==> src/rtl/ual_pkg.sv <==
package ual_pkg;
  // Register offsets; the address window follows the status word.
  localparam int unsigned OFS_STATUS    = 0;
  localparam int unsigned OFS_ADDR_BASE = 1;
endpackage

==> src/rtl/ual_slot.sv <==
module ual_slot #(
  parameter int ADDR_W = 32
) (
  input  logic              clk,
  input  logic              rst_n,
  input  logic              flt_valid,
  input  logic [ADDR_W-1:0] flt_addr,
  input  logic              clr,
  output logic              set_now,
  output logic              held,
  output logic [ADDR_W-1:0] addr_q
);
  // A clear frees the slot in the same cycle, so a coincident fault is taken.
  always_comb set_now = flt_valid && (!held || clr);

  always_ff @(posedge clk or negedge rst_n) begin
    if (!rst_n) begin
      held   <= 1'b0;
      addr_q <= '0;
    end else if (set_now) begin
      held   <= 1'b1;
      addr_q <= flt_addr;
    end else if (clr) begin
      held   <= 1'b0;
    end
  end
endmodule

==> src/rtl/ual_csr_mux.sv <==
module ual_csr_mux #(
  parameter int NUM_SRC = 2,
  parameter int ADDR_W  = 32,
  parameter int CSR_AW  = 2
) (
  input  logic [CSR_AW-1:0]         csr_addr,
  input  logic [NUM_SRC-1:0]        status,
  input  logic [NUM_SRC*ADDR_W-1:0] addr_flat,
  output logic [ADDR_W-1:0]         rdata
);
  import ual_pkg::*;

  always_comb begin
    rdata = '0;
    if (int'(csr_addr) == OFS_STATUS) rdata[NUM_SRC-1:0] = status;
    for (int i = 0; i < NUM_SRC; i++) begin
      if (int'(csr_addr) == OFS_ADDR_BASE + i) rdata = addr_flat[i*ADDR_W +: ADDR_W];
    end
  end
endmodule

==> src/rtl/uerr_addr_latch.sv <==
module uerr_addr_latch #(
  parameter int NUM_SRC = 2,
  parameter int ADDR_W  = 32,
  localparam int CSR_AW = (NUM_SRC + 1 > 2) ? $clog2(NUM_SRC + 1) : 1
) (
  input  logic                      clk,
  input  logic                      rst_n,
  input  logic [NUM_SRC-1:0]        flt_valid,
  input  logic [NUM_SRC*ADDR_W-1:0] flt_addr,
  output logic                      sm_event,
  input  logic [CSR_AW-1:0]         csr_addr,
  input  logic                      csr_wr,
  input  logic                      csr_priv,
  input  logic [ADDR_W-1:0]         csr_wdata,
  output logic [ADDR_W-1:0]         csr_rdata
);
  import ual_pkg::*;

  logic                      stat_wr;
  logic [NUM_SRC-1:0]        clr_vec;
  logic [NUM_SRC-1:0]        set_vec;
  logic [NUM_SRC-1:0]        status_vec;
  logic [NUM_SRC*ADDR_W-1:0] addr_flat;

  // Only a privileged write to the status word can clear anything.
  assign stat_wr = csr_wr && csr_priv && (int'(csr_addr) == OFS_STATUS);

  for (genvar g = 0; g < NUM_SRC; g++) begin : g_slot
    assign clr_vec[g] = stat_wr && csr_wdata[g];

    ual_slot #(.ADDR_W(ADDR_W)) u_slot (
      .clk      (clk),
      .rst_n    (rst_n),
      .flt_valid(flt_valid[g]),
      .flt_addr (flt_addr[g*ADDR_W +: ADDR_W]),
      .clr      (clr_vec[g]),
      .set_now  (set_vec[g]),
      .held     (status_vec[g]),
      .addr_q   (addr_flat[g*ADDR_W +: ADDR_W])
    );
  end

  // One merged pulse for all sources, aligned with the status update.
  always_ff @(posedge clk or negedge rst_n) begin
    if (!rst_n) sm_event <= 1'b0;
    else        sm_event <= |set_vec;
  end

  ual_csr_mux #(.NUM_SRC(NUM_SRC), .ADDR_W(ADDR_W), .CSR_AW(CSR_AW)) u_mux (
    .csr_addr (csr_addr),
    .status   (status_vec),
    .addr_flat(addr_flat),
    .rdata    (csr_rdata)
  );
endmodule

==> config.mk <==
export PLATFORM = sky130hd
export DESIGN_NAME = uerr_addr_latch
export DESIGN_NICKNAME = d
export VERILOG_FILES = /design/src/rtl/ual_pkg.sv /design/src/rtl/ual_slot.sv /design/src/rtl/ual_csr_mux.sv /design/src/rtl/uerr_addr_latch.sv
export SDC_FILE = /design/constraint.sdc
export NUM_CORES = 1
export LEC_CHECK = 0
export BUFFER_PORTS_ARGS = -buffer_cell sky130_fd_sc_hd__buf_2
export CAP_MARGIN = 5
export CORE_ASPECT_RATIO = 1.1
export CORE_MARGIN = 2
export CORE_UTILIZATION = 46
export CTS_BUF_LIST = sky130_fd_sc_hd__clkbuf_16
export CTS_CLUSTER_SIZE = 25
export DETAILED_ROUTE_END_ITERATION = 12
export GPL_ROUTABILITY_DRIVEN = 0
export HOLD_SLACK_MARGIN = 0.06
export PLACE_DENSITY = 0.78
export SYNTH_ARGS = -nofsm -noshare
export SYNTH_HDL_FRONTEND = slang
export SYNTH_SLANG_ARGS = --single-unit
==> constraint.sdc <==
create_clock -name clk -period 1.7 [get_ports clk]
set_input_delay 0.255 -clock clk [delete_from_list [all_inputs] [get_ports clk]]
set_output_delay 0.255 -clock clk [all_outputs]
set_load 0.01 [all_outputs]
==> results.toml <==
[outcome]
status = "completed"

[critical_path]
cp_max_fo = 15
crit_top_cell = "buf_2"
crit_chain = "buf_2, nor2b_2, buf_4, a22o_1, buf_2"
critPathSlowestCell = "a22o_1"
worstPathArrival_ns = 1.16
end_kind = "output port"
cp_slowest_stage_delay_ns = 0.26
cp.required_ns = 1.44
path_class = "input port to output port"
start_kind = "input port"

[global_routing]
antenna_found_initial = 0
grt_pass1_vias = 2082
overflow = 0
grt.met1_usage_pct = 23.50
grt_max_degree = 68
grt_usage_pct = 18.72
grt.busiest_layer = "met2"
grt_pass1_wl_mm = 9.894
use_met2_pct = 30.00
gr-usage-met3_pct = 5.464

[sta]
rsz0062_at_grt = "no"
setup_violations = 0
fin_setup_tns_ns = 0
post-route-min-period_ns = 1.413
finClkSkew_ns = 0.005026
fin_crit_sh_pct = 83.10
tightest_slew_ns = 0.4246
max_freq_mhz = 707.9
hold_violations = 0
slew_headroom_pct = 71.31
timing.final.max_slew_violations = 0

[layout]
antenna_cells = 0
regArea_mm2 = 0.001677
finalNetCount = 413
area_delta_synth_final_pct = 32.29
n_fill_cell = 488
layout-drive-gt1-share_pct = 61.98
multi_input_area_mm2 = 0.001152
final_area_mm2 = 0.003870

[drt]
avgViaCountPerCell = 5.204
vias = 2045
ant_nets = 0
drc = 0
routedWlPerCell_um = 15.63
routed_wl_mm = 6.142
drtIter0Drc = 60
dr.pass1.iters = 4

[logic_synthesis]
syn-cell-area_mm2 = 0.002925
synth-seq-cells = 67
syn_inst = 195
yosysSeqAreaShare_pct = 57.31
syn_avg_cell_area_um2 = 15.00
ys_warn_count = 0
synthDistinctLibCells = 16
syn_nets = 299

[floorplan]
rows = 30
ios = 137
core_mm2 = 0.006156
initial_core_util_pct = 47.52
die_w_um = 80.04
dieArea_mm2 = 0.007014
die_h_um = 87.64

[cts]
cts-root-buf = "clkbuf_16"
cts-buffers-inserted = 9
insertion_delay_ns = 0.32
cts.htree.levels = 3
cts_tree = "built"
clockBufferDepth = 2
clk_pin_slew_ns = 0.05
cts_sinks = 67

[place]
dp_hpwl_mm = 4.287
place_area_mm2 = 0.003585
numPortBuffers = 106

[job]
cap_viol_max_count = 0

[power]
p_leak_nw = 1.862
ir_worst_vdd_uv = 701.4
power.density_mw_per_mm2 = 1284

[worst_hold_path]
hold_path.class = "input port to flop"
where the power goes:
part	internal [W]	leakage, nW	switching (W)	total, W
Combinational	0.000606	0.926	0.000369	0.000975
Clock	0.00110	0.143	0.000600	0.00170
Sequential	0.00206	0.793	0.000230	0.00229
Total	0.00377	1.86	0.00120	0.00497
Yosys cell counts:
cell type / number / area (um^2)
inv_1: 2 / 7.510
nor2b_1: 2 / 12.51
mux2i_1: 2 / 20.02
dfrtp_1: 67 / 1677
o22ai_4: 2 / 40.04
clkbuf_1: 7 / 26.28
nand2_1: 6 / 22.52
or2_2: 1 / 6.260
nand4bb_4: 1 / 27.53
o21ai_0: 2 / 10.01
nor4bb_1: 1 / 10.01
mux2_1: 2 / 22.52
a22o_1: 30 / 262.8
buf_6: 6 / 67.56
a21o_1: 2 / 15.01
mux2_2: 62 / 698.2
layout by cell type (no fill, tap or decap):
cell type,synthesis,layout
dfrtp_1,67,67
buf_4,0,5
mux2i_1,2,2
a22o_1,30,30
mux2_1,2,2
nand2_1,6,6
inv_1,2,4
o21ai_0,2,2
dlygate4sd3_1,0,1
mux2_2,62,62
nor4bb_1,1,1
bufinv_16,0,1
clkinv_1,0,2
nand4bb_4,1,1
or2_2,1,1
a21o_1,2,2
buf_2,0,106
o22ai_4,2,2
nor2b_2,0,2
clkinv_2,0,1
buf_12,0,4
clkbuf_16,0,9
metrics by stage:
step | std cells | hold WS [ns] | setup WS, ns | total power (W) | utilization [%]
floorplan | 195 | -0.04059 | 0.3409 | 0.002914 | -
global placement | 377 | 0.2954 | 0.1124 | 0.003236 | 58.23
detailed placement | 377 | 0.3016 | 0.08942 | 0.003311 | 58.23
CTS | 393 | 0.1510 | 0.2868 | 0.005030 | 62.87
global route | 393 | 0.1568 | 0.1981 | 0.005247 | 62.87
finish | 393 | 0.1544 | 0.2873 | 0.004968 | 62.87
flip-flops by register name, indices dropped and copies added, names as in the netlist:
register	count
g_slot.u_slot.held	2
sm_event	1
g_slot.u_slot.addr_q	64
logic make-up after synthesis:
group	count (synthesis)	synth area share, %
DFF	67	57.31
and+or+nand+nor	11	2.695
buffers and inverters	15	3.465
muxes	66	25.32
AOI/OAI and AO/OA	36	11.21
routing by layer:
metal,wire length [um],vias up
li1,-,954
met1,2581,1013
met2,3063,65
met3,360,13
met4,136,0
met5,0,-
area by class of cell:
| class | instances | area share (%) |
|---|---|---|
| clock buffers | 9 | 5.820 |
| clock inverters | 6 | 1.293 |
| inverters | 2 | 0.1940 |
| multi-input cells | 113 | 29.78 |
| flip-flops and latches | 67 | 43.32 |
| well taps | 80 | 2.586 |
| repair buffers | 116 | 17.01 |
worst max-delay path: cells and delay by family:
kind,cells,cell delay (ns)
buf+inv,3,0.48
compound gates,1,0.26
simple gates,1,0.16
timing repair:
action                    CTS  global route
hold buffers                1             0
hold endpoints to repair   67             0
gates resized for setup     0             0
buffers inserted            0             0
final timing paths:
path / slack, ns / start / to / depth (start not counted)
hold / removal: 0.15 / flt_valid[1] / g_slot[1].u_slot.held / 2
hold reg to reg: 0.50 / g_slot[1].u_slot.addr_q[29] / g_slot[1].u_slot.addr_q[29] / 1
min in group asynchronous: 0.48 / rst_n / g_slot[0].u_slot.addr_q[2] / 3
setup reg to reg: 0.34 / g_slot[1].u_slot.held / g_slot[1].u_slot.addr_q[24] / 3
max in group asynchronous: 0.94 / rst_n / g_slot[1].u_slot.addr_q[19] / 3
setup / recovery: 0.29 / csr_addr[0] / csr_rdata[30] / 5
Power figures use the tool's default switching activity.
